===== src/rtl/fch_pkg.sv =====
package fch_pkg;

    localparam int unsigned FCH_LIMIT_W32 = 1024;
    localparam int unsigned FCH_LIMIT_W64 = 512;

    function automatic int unsigned fch_max_channels(input int unsigned word_w);
        return (word_w == 64) ? FCH_LIMIT_W64 : FCH_LIMIT_W32;
    endfunction

    function automatic int unsigned fch_ceil_div(input int unsigned a, input int unsigned b);
        return (a + b - 1) / b;
    endfunction

endpackage


===== src/rtl/fch_store.sv =====
module fch_store #(
    parameter int unsigned WORD_W = 32,
    parameter int unsigned NUM_CH = 8,
    parameter int unsigned IDX_W  = 3
) (
    input  logic              clk,
    input  logic              rst_n,
    input  logic              wr_en_i,
    input  logic [IDX_W-1:0]  wr_idx_i,
    input  logic [WORD_W-1:0] wr_data_i,
    input  logic [IDX_W-1:0]  rd_idx_i,
    output logic [WORD_W-1:0] rd_data_o
);

    typedef struct packed {
        logic [NUM_CH-1:0][WORD_W-1:0] word;
    } store_t;

    store_t st_d, st_q;

    always_comb begin
        st_d = st_q;
        if (wr_en_i && (32'(wr_idx_i) < NUM_CH)) begin
            st_d.word[wr_idx_i] = wr_data_i;
        end
    end

    always_ff @(posedge clk) begin
        if (!rst_n) begin
            st_q <= '0;
        end else begin
            st_q <= st_d;
        end
    end

    always_comb begin
        rd_data_o = '0;
        if (32'(rd_idx_i) < NUM_CH) begin
            rd_data_o = st_q.word[rd_idx_i];
        end
    end

    AST_WRITE_LANDS: assert property (@(posedge clk) disable iff (!rst_n)
        wr_en_i && (32'(wr_idx_i) < NUM_CH) |=> st_q.word[$past(wr_idx_i)] == $past(wr_data_i))
        else $error("stored word differs from last write");

    AST_IDLE_HOLDS: assert property (@(posedge clk) disable iff (!rst_n)
        !wr_en_i |=> $stable(st_q))
        else $error("store changed without write enable");

endmodule


===== src/rtl/fch_pending.sv =====
module fch_pending #(
    parameter int unsigned NUM_CH = 8,
    parameter int unsigned IDX_W  = 3
) (
    input  logic              clk,
    input  logic              rst_n,
    input  logic              wr_en_i,
    input  logic [IDX_W-1:0]  wr_idx_i,
    input  logic              clr_en_i,
    input  logic [IDX_W-1:0]  clr_idx_i,
    output logic [NUM_CH-1:0] pend_o
);

    typedef struct packed {
        logic [NUM_CH-1:0] pend;
    } pend_t;

    pend_t st_d, st_q;

    always_comb begin
        st_d = st_q;
        // clear first so that a colliding write wins
        if (clr_en_i && (32'(clr_idx_i) < NUM_CH)) begin
            st_d.pend[clr_idx_i] = 1'b0;
        end
        if (wr_en_i && (32'(wr_idx_i) < NUM_CH)) begin
            st_d.pend[wr_idx_i] = 1'b1;
        end
    end

    always_ff @(posedge clk) begin
        if (!rst_n) begin
            st_q <= '0;
        end else begin
            st_q <= st_d;
        end
    end

    assign pend_o = st_q.pend;

    AST_WRITE_MARKS: assert property (@(posedge clk) disable iff (!rst_n)
        wr_en_i && (32'(wr_idx_i) < NUM_CH) |=> pend_o[$past(wr_idx_i)])
        else $error("write did not mark channel pending");

    AST_CLEAR_DROPS: assert property (@(posedge clk) disable iff (!rst_n)
        clr_en_i && (32'(clr_idx_i) < NUM_CH) && !(wr_en_i && wr_idx_i == clr_idx_i)
        |=> !pend_o[$past(clr_idx_i)])
        else $error("clear did not drop pending bit");

    AST_NO_SPONTANEOUS_SET: assert property (@(posedge clk) disable iff (!rst_n)
        !wr_en_i |=> ($countones(pend_o) <= $countones($past(pend_o))))
        else $error("pending bit set without write");

endmodule


===== src/rtl/fch_group.sv =====
module fch_group #(
    parameter int unsigned NUM_CH    = 8,
    parameter int unsigned GRP_SIZE  = 4,
    parameter int unsigned NUM_GRP   = 2,
    parameter bit          GROUP_IRQ = 1'b1
) (
    input  logic [NUM_CH-1:0]  pend_i,
    output logic [NUM_GRP-1:0] grp_o
);

    generate
        if (GROUP_IRQ) begin : g_on
            for (genvar g = 0; g < NUM_GRP; g++) begin : g_grp
                localparam int unsigned LO = g * GRP_SIZE;
                localparam int unsigned HI = ((LO + GRP_SIZE) > NUM_CH) ? NUM_CH - 1 : LO + GRP_SIZE - 1;
                assign grp_o[g] = |pend_i[HI:LO];
            end
        end else begin : g_off
            assign grp_o = '0;
        end
    endgenerate

endmodule


===== src/rtl/fch_bank.sv =====
module fch_bank #(
    parameter int unsigned WORD_W    = 32,
    parameter int unsigned NUM_CH    = 8,
    parameter int unsigned GRP_SIZE  = 4,
    parameter bit          GROUP_IRQ = 1'b1,
    localparam int unsigned IDX_W    = (NUM_CH > 1) ? $clog2(NUM_CH) : 1,
    localparam int unsigned NUM_GRP  = fch_pkg::fch_ceil_div(NUM_CH, GRP_SIZE)
) (
    input  logic               clk,
    input  logic               rst_n,
    input  logic               wr_en,
    input  logic [IDX_W-1:0]   wr_idx,
    input  logic [WORD_W-1:0]  wr_data,
    input  logic [IDX_W-1:0]   rd_idx,
    output logic [WORD_W-1:0]  rd_data,
    input  logic               clr_en,
    input  logic [IDX_W-1:0]   clr_idx,
    output logic [NUM_CH-1:0]  irq_ch,
    output logic [NUM_GRP-1:0] irq_grp,
    output logic               cfg_wide,
    output logic [10:0]        cfg_count
);

    localparam int unsigned MAX_CH = fch_pkg::fch_max_channels(WORD_W);

    initial begin
        AST_LEGAL_SHAPE: assert ((WORD_W == 32 || WORD_W == 64) && NUM_CH >= 1 && NUM_CH <= MAX_CH
                                 && GRP_SIZE >= 1)
            else $error("illegal width or channel count");
    end

    logic [NUM_CH-1:0] pend;

    fch_store #(.WORD_W(WORD_W), .NUM_CH(NUM_CH), .IDX_W(IDX_W)) u_store (
        .clk       (clk),
        .rst_n     (rst_n),
        .wr_en_i   (wr_en),
        .wr_idx_i  (wr_idx),
        .wr_data_i (wr_data),
        .rd_idx_i  (rd_idx),
        .rd_data_o (rd_data)
    );

    fch_pending #(.NUM_CH(NUM_CH), .IDX_W(IDX_W)) u_pend (
        .clk       (clk),
        .rst_n     (rst_n),
        .wr_en_i   (wr_en),
        .wr_idx_i  (wr_idx),
        .clr_en_i  (clr_en),
        .clr_idx_i (clr_idx),
        .pend_o    (pend)
    );

    fch_group #(.NUM_CH(NUM_CH), .GRP_SIZE(GRP_SIZE), .NUM_GRP(NUM_GRP), .GROUP_IRQ(GROUP_IRQ)) u_grp (
        .pend_i (pend),
        .grp_o  (irq_grp)
    );

    assign irq_ch    = pend;
    assign cfg_wide  = (WORD_W == 64);
    assign cfg_count = 11'(NUM_CH);

    generate
        if (GROUP_IRQ) begin : g_grp_chk
            AST_GROUP_TRACKS: assert property (@(posedge clk) disable iff (!rst_n)
                (|irq_grp) == (|irq_ch))
                else $error("group interrupts disagree with channel interrupts");
        end
    endgenerate

endmodule


===== config.mk =====
export PLATFORM = sky130hd
export DESIGN_NAME = fch_bank
export DESIGN_NICKNAME = d
export VERILOG_FILES = /design/src/rtl/fch_pkg.sv /design/src/rtl/fch_store.sv /design/src/rtl/fch_pending.sv /design/src/rtl/fch_group.sv /design/src/rtl/fch_bank.sv
export SDC_FILE = /design/constraint.sdc
export NUM_CORES = 1
export LEC_CHECK = 0
export ABC_AREA = 1
export BUFFER_PORTS_ARGS = -buffer_cell sky130_fd_sc_hd__buf_4
export CORE_MARGIN = 5
export CORE_UTILIZATION = 45
export CTS_CLUSTER_SIZE = 25
export DETAILED_ROUTE_END_ITERATION = 8
export HOLD_SLACK_MARGIN = 0.12
export PLACE_DENSITY = 0.65
export SLEW_MARGIN = 20
export SYNTH_ARGS = -nofsm -noshare
export SYNTH_HDL_FRONTEND = slang
export SYNTH_SLANG_ARGS = --single-unit

===== constraint.sdc =====
create_clock -name clk -period 0.9 [get_ports clk]
set_input_delay 0.09 -clock clk [delete_from_list [all_inputs] [get_ports clk]]
set_output_delay 0.09 -clock clk [all_outputs]
set_load 0.005 [all_outputs]

==> flow_summary.html <==
<table>
<tr><th>Metric</th><th>Value</th></tr>
<tr><th colspan="2">CTS</th></tr>
<tr><td>Insertion delay of the later-clocked pin in the worst-skew pair</td><td>0.54 ns</td></tr>
<tr><td>CTS sink cnt</td><td>264</td></tr>
<tr><td>Clock buffers created by TritonCTS</td><td>29</td></tr>
<tr><td>Max H-tree Level</td><td>1</td></tr>
<tr><td>Clock tree root buffer cell</td><td>sky130_fd_sc_hd__clkbuf_16</td></tr>
<tr><td>CTS tree</td><td>yes</td></tr>
<tr><td>Clock tree buffer depth</td><td>3</td></tr>
<tr><td>Clock transition at path regs</td><td>0.06 ns</td></tr>
<tr><th colspan="2">Worst hold path</th></tr>
<tr><td>Number of stages on the worst hold path</td><td>6</td></tr>
<tr><td>Class of the tightest hold or removal check</td><td>input pin to register</td></tr>
<tr><th colspan="2">Final layout</th></tr>
<tr><td>Synthesis-to-layout area growth</td><td>30.7%</td></tr>
<tr><td>ANT cells</td><td>0</td></tr>
<tr><td>Final net count</td><td>between 2,000 and 2,500</td></tr>
<tr><td>Fraction of layout instances using a drive strength above 1</td><td>0.288</td></tr>
<tr><td>Fin area</td><td>16,500 sq um</td></tr>
<tr><th colspan="2">Timing</th></tr>
<tr><td>Min Clock Period, post-route</td><td>1.45 ns</td></tr>
<tr><td>Min setup slack post-route</td><td>-0.554 ns</td></tr>
<tr><td>Max Fclk</td><td>~690 MHz</td></tr>
<tr><td>Unrepaired setup endpoints after global routing</td><td>true</td></tr>
<tr><td>Final setup violation count</td><td>42</td></tr>
<tr><td>Setup skew after layout</td><td>0 ns</td></tr>
<tr><td>Final count of pins violating max slew</td><td>0</td></tr>
<tr><td>Fraction of the cycle the final worst path needs</td><td>1.62</td></tr>
<tr><td>Worst Hold Slack</td><td>0.189 ns</td></tr>
<tr><td>Total count of hold-check failures in the final report</td><td>0</td></tr>
<tr><th colspan="2">Routing</th></tr>
<tr><td>Total routed wirelength</td><td>between 30 and 40 mm</td></tr>
<tr><td>Number of detailed-route iterations in the first pass</td><td>5</td></tr>
<tr><td>Remaining DRCs</td><td>0</td></tr>
<tr><td>Average wire per standard cell</td><td>approximately 15 um</td></tr>
<tr><td>Antenna Nets Post-Route</td><td>0</td></tr>
<tr><td>Routed via count divided by cell count</td><td>roughly 5</td></tr>
<tr><td>Total number of vias</td><td>12,591</td></tr>
<tr><td>Number of DRC markers in iteration 0</td><td>between 800 and 900</td></tr>
<tr><th colspan="2">Logic synthesis</th></tr>
<tr><td>Top cell types by occurrence after synthesis</td><td>522 x sky130_fd_sc_hd__nor2_1, 439 x sky130_fd_sc_hd__nand2_1, 269 x sky130_fd_sc_hd__inv_1</td></tr>
<tr><td>Synth area leaders</td><td>sky130_fd_sc_hd__dfxtp_1 42%, sky130_fd_sc_hd__nor2_1 16%, sky130_fd_sc_hd__nand2_1 13%</td></tr>
<tr><td>Seq cells post-synth</td><td>roughly 260</td></tr>
<tr><td>Synthesis warning total</td><td>0</td></tr>
<tr><td>Area of the mapped netlist</td><td>12,600 sq um</td></tr>
<tr><td>Proportion of netlist area held by the largest area contributor</td><td>0.419</td></tr>
<tr><td>Largest area contributor in the netlist</td><td>sky130_fd_sc_hd__dfxtp_1</td></tr>
<tr><td>Average instance area after synthesis</td><td>6.18 sq um</td></tr>
<tr><td>Number of distinct standard cells referenced by the synthesized netlist</td><td>14</td></tr>
<tr><td>Dominant synthesized flop cell</td><td>sky130_fd_sc_hd__dfxtp_1</td></tr>
<tr><td>Number of flops mapped to enable cells by yosys</td><td>0</td></tr>
<tr><td>Instance count of the mapped netlist</td><td>2,039</td></tr>
<tr><td>Most frequent cell after synthesis</td><td>sky130_fd_sc_hd__nor2_1</td></tr>
<tr><td>Async set or reset register ratio after synthesis</td><td>0</td></tr>
<tr><td>Post-synthesis sequential area ratio</td><td>0.419</td></tr>
<tr><th colspan="2">Critical path</th></tr>
<tr><td>Setup Crit Path Kind</td><td>register to output pin</td></tr>
<tr><td>Worst-path cell with the longest stage delay</td><td>sky130_fd_sc_hd__dfxtp_2</td></tr>
<tr><td>Cell-by-cell listing of the critical path</td><td>inv_2 -&gt; nand2_2 -&gt; nand3_1 -&gt; nand2_1 -&gt; nand2_1 -&gt; nand2_4 -&gt; buf_6</td></tr>
<tr><td>Capturing element type of the critical path</td><td>output pin</td></tr>
<tr><td>Depth of the worst register-to-register path</td><td>3</td></tr>
<tr><td>Most repeated library cell on the critical path</td><td>sky130_fd_sc_hd__nand2_1</td></tr>
<tr><td>Data required time at the worst endpoint</td><td>a little over 0.8 ns</td></tr>
<tr><td>Highest net fanout along the worst path</td><td>2</td></tr>
<tr><td>Arrival time at the worst endpoint</td><td>approximately 1.4 ns</td></tr>
<tr><td>Critical Path Source Type</td><td>register</td></tr>
<tr><td>CP max stage delay</td><td>0.32 ns</td></tr>
<tr><th colspan="2">Power and ir drop</th></tr>
<tr><td>Power per cell area</td><td>1720 nW/um^2</td></tr>
<tr><td>Leakage power</td><td>0.00732 uW</td></tr>
<tr><td>Largest voltage drop on the vdd net</td><td>0.00121 V</td></tr>
<tr><th colspan="2">Floorplan</th></tr>
<tr><td>Die ar.</td><td>31,500 sq um</td></tr>
<tr><td>Initial standard-cell utilization of the core</td><td>0.455</td></tr>
<tr><td>Floorplan core area</td><td>27,700 sq um</td></tr>
<tr><td>Height of the die</td><td>177 um</td></tr>
<tr><td>Row count</td><td>61</td></tr>
<tr><td>Die extent in x</td><td>177 um</td></tr>
<tr><td>Number of placed I/O pins</td><td>99</td></tr>
<tr><th colspan="2">Global routing</th></tr>
<tr><td>Pin count of the biggest net entering global routing</td><td>39</td></tr>
<tr><td>Number of antenna violations at the first check in global routing</td><td>0</td></tr>
<tr><td>Vias in the first global route</td><td>11,973</td></tr>
<tr><td>Total global-route track usage</td><td>0.241</td></tr>
<tr><td>Congestion Overflow GR</td><td>0</td></tr>
<tr><td>Wire length of the first global-routing pass</td><td>61.7 mm</td></tr>
<tr><th colspan="2">Run</th></tr>
<tr><td>Max-cap violation count</td><td>0</td></tr>
<tr><th colspan="2">Placed design</th></tr>
<tr><td>Worst slack at placement</td><td>-0.300 ns</td></tr>
<tr><td>Final HPWL from detailed placement</td><td>24.2 mm</td></tr>
<tr><td>I/O Buffers</td><td>86</td></tr>
<tr><td>Final weighted congestion in routability-driven placement</td><td>0.803</td></tr>
<tr><td>Dpl cell area</td><td>14,200 sq um</td></tr>
<tr><th colspan="2">Run status</th></tr>
<tr><td>Failing checks</td><td>negative setup slack</td></tr>
<tr><td>Result of the run</td><td>finished, violations left</td></tr>
</table>
==> logic make-up after synthesis <==
logic type / Yosys count / synth area share
other cells: 2 / 0.000596
simple gates: 1091 / 0.338
flops: 264 / 0.419
compound gates: 269 / 0.107
buf+inv: 413 / 0.136
==> sequential cells by signal (all words and copies together), names as in the netlist <==
name           count
u_pend.pend_o      8
u_store.st_q     256
==> power breakdown <==
part | leakage [uW] | total (uW) | internal, uW | switching [uW]
clock | 0.000473 | 12000 | 7220 | 4750
sequential | 0.00225 | 12400 | 12200 | 222
combinational | 0.00460 | 4020 | 1760 | 2260
total | 0.00732 | 28400 | 21100 | 7230
==> area by class of cell <==
| cell class | count | area (sq um) |
|---|---|---|
| Clock buffer | 47 | 883 |
| Multi-Input combinational cell | 1372 | 5940 |
| Timing Repair Buffer | 229 | 2510 |
| Sequential cell | 264 | 5560 |
| Fill cell | 2668 | 11200 |
| Clock inverter | 5 | 78.8 |
| Tap cell | 378 | 473 |
| Inverter | 277 | 1040 |
==> placed cells by master (no fill, tap or decap), drive strengths merged <==
| master | instances |
|---|---|
| clkbuf | 49 |
| a21oi | 8 |
| o21ai | 261 |
| clkinv | 2 |
| bufinv | 2 |
| nand3 | 128 |
| inv | 278 |
| dfxtp | 264 |
| nand2 | 439 |
| conb | 12 |
| dlygate4sd3 | 37 |
| nor2 | 524 |
| buf | 190 |
==> stage by stage <==
step | std cells | setup TNS, ns | util | total power, uW
3_3_place_gp | 2465 | -56.83 | 0.514 | 16000
4_1_cts | 2562 | -20.20 | 0.578 | 28300
5_1_grt | 2572 | -22.51 | 0.595 | 29600
6_report | 2572 | -19.45 | 0.595 | 28400
3_5_place_dp | 2465 | -61.29 | 0.514 | 16100
2_1_floorplan | 2049 | 0 | - | 14600
==> path summary, 6_finish.rpt <==
path / start / to / slack (ns)
worst max register to register: u_pend.pend_o[7]$_SDFF_PN0_ / u_pend.pend_o[7]$_SDFF_PN0_ / 0.17
worst min-delay path: wr_idx[0] / u_store.st_q[196]$_SDFFE_PN0P_ / 0.19
worst min register to register: u_store.st_q[43]$_SDFFE_PN0P_ / u_store.st_q[43]$_SDFFE_PN0P_ / 0.47
worst max-delay path: u_store.st_q[96]$_SDFFE_PN0P_ / rd_data[0] / -0.55
==> critical path, delay by kind of cell (launching register included) <==
family                 cells  cell delay [ns]
DFF                        1             0.32
buffers and inverters      2             0.17
and+or+nand+nor            5             0.34
==> timing repair <==
action	4_1_cts	5_1_grt
buffers inserted	8	8
cloned	0	2
setup endpoints to repair	42	93
gates resized for setup	231	206
hold buffers	37	0
hold endpoints to repair	264	0
pin swaps	96	107
==> metal layers <==
metal,routed length [um],up-vias,global-route usage,share of wire
li1,-,6411,-,-
met1,17500,5743,0.324,0.45
met2,17900,372,0.407,0.46
met3,2430,65,0.0315,0.063
met4,820,0,0.0683,0.021
met5,0,-,0,0
No activity file was read; power rests on OpenSTA's default activity.
